<file path="config.mk">
export PLATFORM = sky130hd
export DESIGN_NAME = pci_cfg_hdr
export DESIGN_NICKNAME = d
export VERILOG_FILES = /design/src/rtl/pci_cfg_pkg.sv /design/src/rtl/pci_cfg_byte_reg.sv /design/src/rtl/pci_cfg_bar.sv /design/src/rtl/pci_cfg_rd_mux.sv /design/src/rtl/pci_cfg_hdr.sv
export SDC_FILE = /design/constraint.sdc
export NUM_CORES = 1
export LEC_CHECK = 0
export BUFFER_PORTS_ARGS = -buffer_cell sky130_fd_sc_hd__buf_4
export CAP_MARGIN = 20
export CORE_UTILIZATION = 30
export DETAILED_ROUTE_END_ITERATION = 10
export GPL_TIMING_DRIVEN = 0
export PLACE_DENSITY = 0.61
export SYNTH_ARGS = -nofsm -noshare
export SYNTH_HDL_FRONTEND = slang
export SYNTH_SLANG_ARGS = --single-unit
</file>
<file path="constraint.sdc">
create_clock -name clk -period 5 [get_ports clk]
set_input_delay 1 -clock clk [delete_from_list [all_inputs] [get_ports clk]]
set_output_delay 1 -clock clk [all_outputs]
set_load 0.05 [all_outputs]
</file>
<file path="src/rtl/pci_cfg_pkg.sv">
// Package: shared constants and types of the configuration header.
// Assumes a dword-indexed header in which the identification, misc and
// base-register dwords sit at the standard type-0 positions.
package pci_cfg_pkg;
    localparam int unsigned DW_CLASS  = 2;
    localparam int unsigned DW_MISC   = 3;
    localparam int unsigned DW_IOBAR  = 4;
    localparam int unsigned DW_MEMBAR = 5;

    localparam logic [7:0] CLASS_NETWORK = 8'h02;
    localparam logic [7:0] SUBCLASS_ETH  = 8'h00;
    localparam logic [7:0] PROG_IF_NONE  = 8'h00;

    typedef enum logic [2:0] {
        SEL_NONE,
        SEL_CLASS,
        SEL_MISC,
        SEL_IOBAR,
        SEL_MEMBAR
    } rd_sel_e;
endpackage

</file>
<file path="src/rtl/pci_cfg_byte_reg.sv">
// Module: one writable byte with a reset value.
// Assumes the caller has already qualified the write strobe with the
// register hit and the matching byte enable.
module pci_cfg_byte_reg #(
    parameter int unsigned W         = 8,
    parameter logic [W-1:0] RST_VAL  = '0
) (
    input  logic         clk,
    input  logic         rst_n,
    input  logic         wr_i,
    input  logic [W-1:0] d_i,
    output logic [W-1:0] q_o
);
    // Store the byte on a qualified write, clear on reset.
    always_ff @(posedge clk) begin
        if (!rst_n)    q_o <= RST_VAL;
        else if (wr_i) q_o <= d_i;
    end
endmodule

</file>
<file path="src/rtl/pci_cfg_bar.sv">
// Module: base address register that claims a 2**WIN_BITS byte window.
// Lanes below the window size are hard-wired to zero. Lanes above it are
// writable under their byte enable. LOW_CONST supplies the read-only
// type bits. Assumes WIN_BITS is a non-zero multiple of 8.
module pci_cfg_bar #(
    parameter int unsigned  DW        = 32,
    parameter int unsigned  WIN_BITS  = 8,
    parameter logic [DW-1:0] LOW_CONST = '0
) (
    input  logic            clk,
    input  logic            rst_n,
    input  logic            wr_i,
    input  logic [DW/8-1:0] be_i,
    input  logic [DW-1:0]   wdata_i,
    output logic [DW-1:0]   base_o,
    output logic [DW-1:0]   rdata_o
);
    localparam int unsigned LANES       = DW / 8;
    localparam int unsigned FIXED_LANES = WIN_BITS / 8;

    logic unused_lo;
    assign unused_lo = ^{be_i[FIXED_LANES-1:0], wdata_i[WIN_BITS-1:0]};

    for (genvar l = 0; l < LANES; l++) begin : g_lane
        if (l < FIXED_LANES) begin : g_fixed
            assign base_o[l*8 +: 8] = 8'h00;
        end else begin : g_wr
            logic [7:0] q;
            // Update this lane only when its byte enable is set.
            always_ff @(posedge clk) begin
                if (!rst_n)                q <= 8'h00;
                else if (wr_i && be_i[l])  q <= wdata_i[l*8 +: 8];
            end
            assign base_o[l*8 +: 8] = q;
        end
    end

    // Combine the writable base with the read-only type bits.
    assign rdata_o = base_o | LOW_CONST;
endmodule

</file>
<file path="src/rtl/pci_cfg_rd_mux.sv">
// Module: builds the read word for the selected header dword.
// Assumes the select is already decoded. Unknown selects read as zero.
module pci_cfg_rd_mux #(
    parameter int unsigned DW = 32
) (
    input  pci_cfg_pkg::rd_sel_e sel_i,
    input  logic [7:0]           rev_i,
    input  logic [7:0]           lat_i,
    input  logic [DW-1:0]        iobar_i,
    input  logic [DW-1:0]        membar_i,
    output logic [DW-1:0]        word_o
);
    import pci_cfg_pkg::*;

    // Pick the word for the selected dword.
    always_comb begin
        word_o = '0;
        unique case (sel_i)
            SEL_CLASS:  word_o = DW'({CLASS_NETWORK, SUBCLASS_ETH, PROG_IF_NONE, rev_i});
            SEL_MISC:   word_o = DW'({8'h00, 8'h00, lat_i, 8'h00});
            SEL_IOBAR:  word_o = iobar_i;
            SEL_MEMBAR: word_o = membar_i;
            default:    word_o = '0;
        endcase
    end
endmodule

</file>
<file path="src/rtl/pci_cfg_hdr.sv">
// Module: configuration header register file, top level.
// Decodes the dword index, routes writes to the latency byte and the two
// base registers, and registers the read word. Assumes strobes last one
// cycle per access and that reads and writes may coincide.
module pci_cfg_hdr #(
    parameter int unsigned IDX_W    = 6,
    parameter int unsigned DW       = 32,
    parameter int unsigned WIN_BITS = 8,
    parameter logic [7:0]  REV_ID   = 8'h10
) (
    input  logic            clk,
    input  logic            rst_n,
    input  logic [IDX_W-1:0] cfg_idx,
    input  logic            cfg_rd,
    input  logic            cfg_wr,
    input  logic [DW/8-1:0] cfg_be,
    input  logic [DW-1:0]   cfg_wdata,
    output logic [DW-1:0]   cfg_rdata,
    output logic [DW-1:0]   io_base,
    output logic [DW-1:0]   mem_base,
    output logic [7:0]      lat_timer
);
    import pci_cfg_pkg::*;

    localparam logic [DW-1:0] IO_FLAG  = DW'(1);
    localparam logic [DW-1:0] MEM_FLAG = '0;
    localparam int unsigned   LAT_LANE = 1;

    rd_sel_e       sel;
    logic          hit_misc, hit_io, hit_mem;
    logic [DW-1:0] iobar_word, membar_word, rd_word;

    // Decode the dword index into a register select.
    always_comb begin
        sel = SEL_NONE;
        if      (cfg_idx == IDX_W'(DW_CLASS))  sel = SEL_CLASS;
        else if (cfg_idx == IDX_W'(DW_MISC))   sel = SEL_MISC;
        else if (cfg_idx == IDX_W'(DW_IOBAR))  sel = SEL_IOBAR;
        else if (cfg_idx == IDX_W'(DW_MEMBAR)) sel = SEL_MEMBAR;
    end

    assign hit_misc = cfg_wr && (sel == SEL_MISC);
    assign hit_io   = cfg_wr && (sel == SEL_IOBAR);
    assign hit_mem  = cfg_wr && (sel == SEL_MEMBAR);

    pci_cfg_byte_reg #(.W(8), .RST_VAL(8'h00)) u_lat (
        .clk   (clk),
        .rst_n (rst_n),
        .wr_i  (hit_misc && cfg_be[LAT_LANE]),
        .d_i   (cfg_wdata[LAT_LANE*8 +: 8]),
        .q_o   (lat_timer)
    );

    pci_cfg_bar #(.DW(DW), .WIN_BITS(WIN_BITS), .LOW_CONST(IO_FLAG)) u_iobar (
        .clk     (clk),
        .rst_n   (rst_n),
        .wr_i    (hit_io),
        .be_i    (cfg_be),
        .wdata_i (cfg_wdata),
        .base_o  (io_base),
        .rdata_o (iobar_word)
    );

    pci_cfg_bar #(.DW(DW), .WIN_BITS(WIN_BITS), .LOW_CONST(MEM_FLAG)) u_membar (
        .clk     (clk),
        .rst_n   (rst_n),
        .wr_i    (hit_mem),
        .be_i    (cfg_be),
        .wdata_i (cfg_wdata),
        .base_o  (mem_base),
        .rdata_o (membar_word)
    );

    pci_cfg_rd_mux #(.DW(DW)) u_mux (
        .sel_i    (sel),
        .rev_i    (REV_ID),
        .lat_i    (lat_timer),
        .iobar_i  (iobar_word),
        .membar_i (membar_word),
        .word_o   (rd_word)
    );

    // Capture the read word on a read strobe and hold it otherwise.
    always_ff @(posedge clk) begin
        if (!rst_n)      cfg_rdata <= '0;
        else if (cfg_rd) cfg_rdata <= rd_word;
    end
endmodule

</file>
# Yosys cells after proc, flatten, opt, wreduce, memory -nomap -nowiden
# Index checks and enable logic that the tools add are counted.
[totals] reg_bits=88 inputBits=46 output_inout_bits=104 wordCells=31
[classes] n_eq_ne=8 mux=5 reduce_logical=10
[ops] operator="$pmux W32 S4" count=1
[ops] operator="$eq A6 B2 Y1 const B" count=2
[ops] operator="$eq A6 B3 Y1 const B" count=2
[ops] operator="$mux W3" count=4
[ops] operator="$logic_and A1 B1 Y1" count=10
[ops] operator="$eq A3 B2 Y1 const B" count=2
[ops] operator="$eq A3 B1 Y1 const B" count=1
[ops] operator="$eq A3 B3 Y1 const B" count=1

# Logic depth before layout (Yosys ltp)
# Gate-level depths: netlist of run 1.
[depth] ltp_word=8 mapped_depth=5 mapped_depth_nobuf=3

# Hierarchy
# A second synthesis of run 1 with hierarchy kept.
[hier_totals] cells_unflattened=523 area_unflattened_um2=4996.0
[modules_own_cells] module="pci_cfg_bar (u_iobar)" n_inst=1 cells_each=155 area_each_um2=1382.6 seq_area_each_um2=480.5
[modules_own_cells] module="pci_cfg_bar (u_membar)" n_inst=1 cells_each=154 area_each_um2=1378.8 seq_area_each_um2=480.5
[modules_own_cells] module="pci_cfg_hdr" n_inst=1 cells_each=118 area_each_um2=1293.7 seq_area_each_um2=640.6
[modules_own_cells] module="pci_cfg_rd_mux" n_inst=1 cells_each=71 area_each_um2=639.4 seq_area_each_um2=0.0
[modules_own_cells] module="pci_cfg_byte_reg" n_inst=1 cells_each=25 area_each_um2=301.5 seq_area_each_um2=160.2

# Worst setup path after synthesis of run 1
# OpenSTA, ideal clock, no wires.
[synth_timing] path_type="input to register" start="input port cfg_idx[3]" end="register cfg_rdata[20]" arrival_ns=2.228 setup_slack_ns=2.701 stages=5 path_cell_list="or4b_1 buf_2 buf_6 or3_1 a21oi_1"
[synth_between] elab_chain_cells=7 elab_cells_between_ends=13 classes_between="eq/ne: 8; mux: 5"
[synth_lines] item="start: declaration" line_no="pci_cfg_hdr.sv:13" source="input logic [IDX_W-1:0] cfg_idx,"
[synth_lines] item="$eq A6 B3 Y1" line_no="pci_cfg_hdr.sv:39" source="else if (cfg_idx == IDX_W'(DW_MEMBAR)) sel = SEL_MEMBAR;"
[synth_lines] item="$mux W3" line_no="pci_cfg_hdr.sv:39"
[synth_lines] item="$mux W3" line_no="pci_cfg_hdr.sv:38" source="else if (cfg_idx == IDX_W'(DW_IOBAR)) sel = SEL_IOBAR;"
[synth_lines] item="$mux W3" line_no="pci_cfg_hdr.sv:37" source="else if (cfg_idx == IDX_W'(DW_MISC)) sel = SEL_MISC;"
[synth_lines] item="$mux W3 (*)" line_no="pci_cfg_hdr.sv:36" source="if (cfg_idx == IDX_W'(DW_CLASS)) sel = SEL_CLASS;"
[synth_lines] item="$eq A3 B3 Y1, or another cell as far along" line_no="pci_cfg_rd_mux.sv:18" source="unique case (sel_i)"
[synth_lines] item="$pmux W32 S4 (*)" line_no="pci_cfg_rd_mux.sv:18"
[synth_lines] item="end signal: assignment" line_no="pci_cfg_hdr.sv:86" source="else if (cfg_rd) cfg_rdata <= rd_word;"
[synth_lines] item="end: declaration" line_no="pci_cfg_hdr.sv:18" source="output logic [DW-1:0] cfg_rdata,"
# Mark *: on every way between the ends. The rest lies on a longest branch, timed or not.
# A chain may end at the register's enable or synchronous reset.

# Worst setup path after layout of run 1
[layout_timing] start="input port cfg_idx[3]" end="register u_lat.q_o[5]"
[layout_between] elab_chain_cells=8 elab_cells_between_ends=11 classes_between="eq/ne: 5; mux: 4; reduce/logical: 2"
[layout_lines] item="$eq A6 B3 Y1" line_no="pci_cfg_hdr.sv:39"
[layout_lines] item="$mux W3" line_no="pci_cfg_hdr.sv:39"
[layout_lines] item="$mux W3" line_no="pci_cfg_hdr.sv:38"
[layout_lines] item="$mux W3" line_no="pci_cfg_hdr.sv:37"
[layout_lines] item="$mux W3 (*)" line_no="pci_cfg_hdr.sv:36"
[layout_lines] item="$eq A3 B2 Y1 (*)" line_no="pci_cfg_hdr.sv:42" source="assign hit_misc = cfg_wr && (sel == SEL_MISC);"
[layout_lines] item="$logic_and A1 B1 Y1 (*)" line_no="pci_cfg_hdr.sv:42"
[layout_lines] item="$logic_and A1 B1 Y1 (*)" line_no="pci_cfg_hdr.sv:49" source=".wr_i (hit_misc && cfg_be[LAT_LANE]),"
[layout_lines] item="end signal: assignment" line_no="pci_cfg_byte_reg.sv:17" source="else if (wr_i) q_o <= d_i;"
[layout_lines] item="end: declaration" line_no="pci_cfg_byte_reg.sv:12" source="output logic [W-1:0] q_o"
# Marks and branches as above.

==> summary.md, run 1 <==
| Metric | Value |
|---|---|
| Main synth FF type | dfxtp_1 |
| Worst flop-to-flop path startpoint | u_iobar.g_lane[3].g_wr.q[1] |
| Total Routing Usage GR | 17.47% |
| Layout cells sized above 1 | between 30% and 40% |
| Critical-path top delay cell | nand3_1 |
| Synth top area share | a little under half |
| Count leader, synth | dfxtp_1 |
| Core footprint | 11610 um2 |
| Switch Pwr | between 300 and 400 uW |
| Logic pwr share | under 10% |
| Buf/Inv on CP | 2 |
| Setup crit start kind | primary input |
| Cell count along the critical path | 5 |
| Worst skew pair latency | around 330 ps |
| Synth area leaders | dfxtp_1 45%, mux2i_1 19%, nand2_1 8.2% |
| CTS clk-pin slew, worst paths | 70 ps |
| Number of synthesized flops with an enable pin | 0 |
| Required time worst endpoint | roughly 5300 ps |
| Max stage delay on crit path | about 570 ps |
| Post-Route WL | between 10 and 15 mm |
| Post-DP HPWL | roughly 8 mm |
| Wire per inst | ~16 um |
| Library cells used by synthesis | 27 |
| Fin Setup TNS | 0 ps |
| Fin Clk Skew | 10.12 ps |
| CP Cell Sequence | buf_4 > nor4bb_1 > clkbuf_1 > nand3_1 > mux2i_1 |
| Seq pwr share | 44.3% |
| # Max-Cap Violations | 0 |
| Flop-to-flop setup slack | 3900 ps |
| Worst r2r path cells | 3 |
| CTS tree | done |
| Residual DRC | 11 |
| Area of the multi-input gates | about 1800 um2 |
| Pwr/cell area | 290.3 nW/um2 |
| VDD IR max | roughly 0.00016 V |
| Final setup vio count | 0 |
| Endpoint class of the critical path | flop |
| Worst endpoint data arrival time | between 2000 and 3000 ps |
| Initial Util | 31.40% |
| GRT overflow | 0 |
| Final Cycle Share | a little under 50% |
| Drt first-iter violations | 142 |
| Min Tclk post-route | ~2500 ps |
| Int Pwr | about 1100 uW |
| Vias in the first global route | around 3200 |
| Cts repair resizes | 0 |
| CP Max Fanout | 9 |
| Slew headroom | 45.03% |
| Area grow syn2layout | 39.59% |
| CTS H-tree depth | 3 |
| Yosys warning count | 0 |
| Status | finished, violations left |
| Worst r2r dst | cfg_rdata[25] |
| Final Net Count | 570 |
| Post-route ant nets | 0 |
| Async SR Flop Fraction | 0% |
| Yosys reg bits | between 80 and 90 |
| Lkg Pwr | ~0.0026 uW |
| Setup CP Type | in2reg |
| Filler Cell Count | ~1200 |
| Synth cell count leaders | 82 x dfxtp_1, 80 x nand2_1, 71 x mux2i_1 |
| Die height | ~110 um |
| Hold path depth | 2 |
| HP Class | reg2reg |
| Register area | 1642 um2 |
| RSZ-0062 raised after global routing | false |
| Die area | approximately 13000 um2 |
| Max clock buf depth | 2 |
| WHS Endpoint | cfg_rdata[31] |
| Inserted Clock Buffers | 9 |
| Clock share of power | a little under half |
| Pins Over Slew Limit | 0 |
| Hold path startpoint | cfg_rdata[31] |
| F_max | approximately 410 MHz |
| Final hold vios | 0 |
| Routability cong. | 0.7599 |
| First-pass GRT wire length | approximately 17 mm |
| Post-Syn Area per Cell | roughly 9.7 um2 |
| Via count | 3170 |
| Worst-Margin Slew | a little over 800 ps |
| Cell count after synthesis | 375 |
| Sw frac | about a quarter |
| I/O pin count | 150 |
| Final Power | between 1000 and 1500 uW |
| Root Buffer Master | clkbuf_16 |
| Via-to-Cell Ratio | around 4.7 |
| Crit-path leading delay family | simple AND/OR/NAND/NOR gates |
| Biggest area consumer among synthesized cells | dfxtp_1 |
| Register area share after synthesis | a little under half |
| Violated checks | DRC |
| Largest net degree at the start of global routing | 17 |
| CTS Hold Bufs | 0 |
| Total clock sinks | 82 |
| PortBufs | 117 |
| Cell Area, Synth | roughly 3600 um2 |
| Post-CTS setup buffers | 0 |
| 1st-pass router iterations | 7 |
| Die Wd | between 100 and 150 um |
| Diode count | 0 |
| Initial antenna violation count | 0 |
| Cell Rows | 39 |
## power by group through the flow
stage / logic, uW / registers [uW] / clock network, uW
2_1_floorplan: 90.7 / 673 / 0
4_1_cts: 141 / 655 / 696
3_5_place_dp: 141 / 670 / 0
3_3_place_gp: 139 / 670 / 0
6_report: 141 / 655 / 682
5_1_grt: 150 / 655 / 721
## worst max-delay path by stage
stage	start	endpoint	slack (ps)
after global placement	cfg_idx[3]	u_lat.q_o[7]	2210
after CTS	cfg_idx[3]	u_lat.q_o[5]	2540
after global routing	cfg_idx[3]	u_lat.q_o[2]	2400
after detailed placement	cfg_idx[3]	u_lat.q_o[5]	2190
after floorplan	cfg_idx[3]	cfg_rdata[20]	2700
final	cfg_idx[3]	u_lat.q_o[5]	2530
## stage by stage
| step | cell area [um2] | utilization (%) | cells | worst slack [ps] | hold slack (ps) |
|---|---|---|---|---|---|
| finish | 5091 | 43.84 | 672 | 2534 | 468.1 |
| global route | 5091 | 43.84 | 672 | 2400 | 484.0 |
| CTS | 5091 | 43.84 | 672 | 2539 | 474.0 |
| detailed placement | 4783 | 41.19 | 656 | 2194 | 456.3 |
| global placement | 4783 | 41.19 | 656 | 2208 | 457.0 |
| floorplan | 3726 | - | 396 | 2701 | 684.6 |
## registers in the layout (all words and copies together) (netlist names)
name / flops
u_iobar.g_lane.g_wr.q: 24
u_membar.g_lane.g_wr.q: 24
u_lat.q_o: 8
cfg_rdata: 26
## cells in the final DEF, fill, tap and decap left out, drive strengths merged
master	count
nor3b	3
or4b	1
buf	144
nand2	80
nand3	6
a22o	10
dfxtp	82
conb	22
nor4bb	1
clkinv	2
inv	5
mux2	9
nand2b	18
xnor2	1
nor2	2
a21oi	17
nand4	3
clkbuf	25
nor3	2
or3	15
a32o	8
nor4b	1
bufinv	1
mux2i	71
## tightest hold or removal path: stages, from the launching register on
cell      delay, ps
dfxtp_1         310
nand2b_1         60
a21oi_1          50
## area by class of cell
type,count,share of cell area [%]
plain buffers,43,5.014
flip-flops and latches,82,32.24
multi-input cells,270,35.86
clock buffers,9,4.424
well taps,143,3.514
clock inverters,7,1.622
inverters,1,0.07373
repair buffers,117,17.25
## layer usage
metal | wire (um) | share of wire (%) | track usage, %
met1 | 4649 | 43 | 21.26
met4 | 72 | 0.66 | 4.533
met5 | 0 | 0 | 0
met3 | 851 | 7.8 | 4.644
met2 | 5354 | 49 | 30.52
## logic make-up (layout without fill, tap and decap cells)
logic type	count (synthesis)	after routing	synth area share, %
compound gates	35	35	6.930
xor+xnor	1	1	0.2402
buf+inv	44	177	7.101
flops	82	82	45.01
mux	80	80	22.26
other cells	1	22	0.1028
simple gates	132	132	18.35
(Power assumes the default switching activity.)
==> run 2, diff against run 1 <==
--- a/config.mk
+++ b/config.mk
@@ -5,12 +5,13 @@
 export SDC_FILE = /design/constraint.sdc
 export NUM_CORES = 1
 export LEC_CHECK = 0
+export ABC_AREA = 1
 export BUFFER_PORTS_ARGS = -buffer_cell sky130_fd_sc_hd__buf_4
 export CAP_MARGIN = 20
 export CORE_UTILIZATION = 30
 export DETAILED_ROUTE_END_ITERATION = 10
 export GPL_TIMING_DRIVEN = 0
-export PLACE_DENSITY = 0.61
+export PLACE_DENSITY = 0.63
 export SYNTH_ARGS = -nofsm -noshare
 export SYNTH_HDL_FRONTEND = slang
 export SYNTH_SLANG_ARGS = --single-unit
==> constraint.sdc (replaced) <==
create_clock -name clk -period 2 [get_ports clk]
set_input_delay 0.4 -clock clk [delete_from_list [all_inputs] [get_ports clk]]
set_output_delay 0.4 -clock clk [all_outputs]
set_load 0.05 [all_outputs]
==> summary.md, run 2 <==
| Metric | Value |
|---|---|
| Status | complete, no violations |
| Synth Area in Simple Gates | between 30% and 40% |
| Die area | roughly 13000 um2 |
| Final Net Count | 712 |
| Lkg Pwr | around 0.0024 uW |
| Via count | 3890 |
| Cell count after synthesis | 519 |
| Worst endpoint data arrival time | approximately 1800 ps |
| Worst r2r dst | cfg_rdata[25] |
| Worst r2r path cells | 4 |
| Int Pwr | 2877 uW |
| Filler Cell Count | 1250 |
| Final Power | between 3000 and 4000 uW |
| Count leader, synth | nand2_1 |
| Multiplexer share of the synthesized area | 0% |
| Core footprint | 12060 um2 |
| Synth top area share | 43.95% |
| Worst flop-to-flop path startpoint | u_iobar.g_lane[3].g_wr.q[1] |
| Wire per inst | 14.52 um |
| Fin Setup TNS | 0 ps |
| Critical path origin | cfg_idx[0] |
| CP Max Fanout | 10 |
| Pwr/cell area | 736.0 nW/um2 |
| Routability cong. | slightly below 0.9 |
| Clock share of power | between 40% and 50% |
| Logic pwr share | around 10% |
| Most frequent cells in the layout | 141 x buf_4, 117 x nand2_1, 82 x dfxtp_1 |
| Dpl cells | slightly above 800 |
| Yosys reg bits | 82 |
| 1st-pass router iterations | 5 |
| HP Class | in2reg |
| Residual DRC | 0 |
| Drt first-iter violations | roughly 270 |
| Total Routing Usage GR | 19.30% |
| Min Tclk post-route | between 1500 and 2000 ps |
| Hold path startpoint | cfg_wdata[11] |
| Final hold vios | 0 |
| Largest net degree at the start of global routing | 15 |
| Root Buffer Master | clkbuf_16 |
| Reg with most FFs | cfg_rdata |
| CTS tree | done |
| Endpoint class of the critical path | flop |
| Most common cell after layout, fill and taps aside | buf_4 |
| Area grow syn2layout | 39.66% |
| Setup crit start kind | primary input |
| Vias in the first global route | 3689 |
| Cell Rows | 40 |
| Synth cell count leaders | 117 x nand2_1, 82 x dfxtp_1, 65 x nand3_1 |
| VDD IR max | between 0.0004 and 0.0005 V |
| Final Cycle Share | around three quarters |
| Hold path depth | 3 |
| Required time worst endpoint | 2270 ps |
| CTS Hold Bufs | 0 |
| Max reg flops | 26 |
| Biggest area consumer among synthesized cells | dfxtp_1 |
| Register area share after synthesis | around 44% |
| Total clock sinks | 82 |
| Inserted Clock Buffers | 9 |
| Synth area leaders | dfxtp_1 44%, nand2_1 12%, nand3_1 8.7% |
| Initial antenna violation count | 0 |
| First-pass GRT wire length | roughly 19 mm |
| Worst skew pair latency | roughly 340 ps |
| Post-Route WL | between 10 and 15 mm |
| Number of synthesized flops with an enable pin | 0 |
| Max clock buf depth | 2 |
| Cell Area, Synth | ~3700 um2 |
| Diode count | 0 |
| XOR/XNOR share of the synthesized area | 0% |
| I/O pin count | 150 |
| RSZ-0062 raised after global routing | false |
| CTS H-tree depth | 3 |
| Compound-Gate Fraction of Synth Area | between 10% and 20% |
| Initial Util | between 30 and 40% |
| Final WS setup | 484.5 ps |
| Yosys warning count | 0 |
| Pre-CTS setup slack | 187.5 ps |
| Main synth FF type | dfxtp_1 |
| Layout cells sized above 1 | a little over a quarter |
| Async SR Flop Fraction | 0% |
| Final setup vio count | 0 |
| PortBufs | between 100 and 150 |
| Cts repair resizes | 0 |
| CTS clk-pin slew, worst paths | approximately 60 ps |
| Library cells used by synthesis | 24 |
| Synth Area in Adders | 0% |
| Post-route ant nets | 0 |
| WHS | around 300 ps |
| Post-DP HPWL | about 9.3 mm |
| Pins Over Slew Limit | 0 |
| Setup CP Type | in2reg |
| Post-Syn Area per Cell | about 7 um2 |
| Via-to-Cell Ratio | 4.636 |
| F_max | between 600 and 700 MHz |
| Largest regs | cfg_rdata x26, u_iobar.g_lane.g_wr.q x24, u_membar.g_lane.g_wr.q x24 |
| WHS Endpoint | u_lat.q_o[3] |
| Finished Layout Cells | between 800 and 900 |
| Die Wd | 113.6 um |
| Switch Pwr | ~960 uW |
| Fin Clk Skew | about 7.9 ps |
| # Max-Cap Violations | 0 |
| Slew headroom | between 40 and 50% |
| Worst-Margin Slew | 749.7 ps |
| Seq pwr share | 42.8% |
| Flop-to-flop setup slack | around 1100 ps |
| Largest family of logic cells by synthesized area | simple AND/OR/NAND/NOR gates |
| GRT overflow | 0 |
| Sw frac | around 25% |
| Post-CTS setup buffers | 0 |
| Die height | 113.6 um |
==> run 2: changes by cell type in the layout (fill, tap and decap cells not counted), sizes merged, moves of 26 or more <==
cell	delta
a21oi	+41
o21ai	+26
mux2i	-71
nor2	+55
nand3	+59
inv	+31
nand2	+39
==> run 2: cell families (layout without fill, tap and decap cells) <==
| group | after synthesis | count (layout) |
|---|---|---|
| AOI/OAI and AO/OA | 84 | 84 |
| buffers and inverters | 89 | 220 |
| DFF | 82 | 82 |
| other | 1 | 22 |
| and+or+nand+nor | 263 | 263 |
==> run 2: cell type report <==
| type | count | area, um2 | area share [%] |
|---|---|---|---|
| inverter | 36 | 135.1 | 2.591 |
| clock buffer | 10 | 239.0 | 4.581 |
| timing repair buffer | 115 | 863.3 | 16.55 |
| buffer | 53 | 327.8 | 6.284 |
| multi-input combinational | 369 | 1709 | 32.77 |
| sequential | 82 | 1642 | 31.47 |
| clock inverter | 6 | 90.09 | 1.727 |
| tap | 168 | 210.2 | 4.030 |
==> run 2: how the worst max path moves through the flow <==
stage,to,slack [ps],cells after the start
after floorplan,u_iobar.g_lane[2].g_wr.q[5],570,7
final,cfg_rdata[26],480,7
after detailed placement,cfg_rdata[26],190,7
after global routing,cfg_rdata[26],390,7
after CTS,cfg_rdata[26],540,7
after global placement,cfg_rdata[23],220,7
==> run 2: worst max-delay path: stages <==
cell,delay (ps)
buf_4,130
nor2_2,320
clkbuf_1,470
nand3_1,130
nand2_1,110
nand2_1,60
a21oi_1,150
==> run 2: per-stage QoR <==
step | cell area, um2 | utilization, %
2_1_floorplan | 3814 | -
3_3_place_gp | 4887 | 40.52
3_5_place_dp | 4887 | 40.52
4_1_cts | 5216 | 43.25
5_1_grt | 5216 | 43.25
6_report | 5216 | 43.25
==> run 2: power groups by stage <==
stage	Combinational, uW	Clock [uW]	Sequential (uW)
after floorplan	238	0	1700
after global placement	377	0	1680
after detailed placement	381	0	1680
after CTS	382	1840	1640
after global routing	412	1930	1640
final	385	1810	1640
==> run 2: routing by layer <==
| metal | track usage, % | vias up | part of all wire [%] |
|---|---|---|---|
| li1 | - | 1943 | - |
| met5 | 0 | - | 0 |
| met4 | 6.930 | 0 | 2.3 |
| met3 | 4.357 | 19 | 6.6 |
| met1 | 25.03 | 1782 | 44 |
| met2 | 31.42 | 146 | 47 |
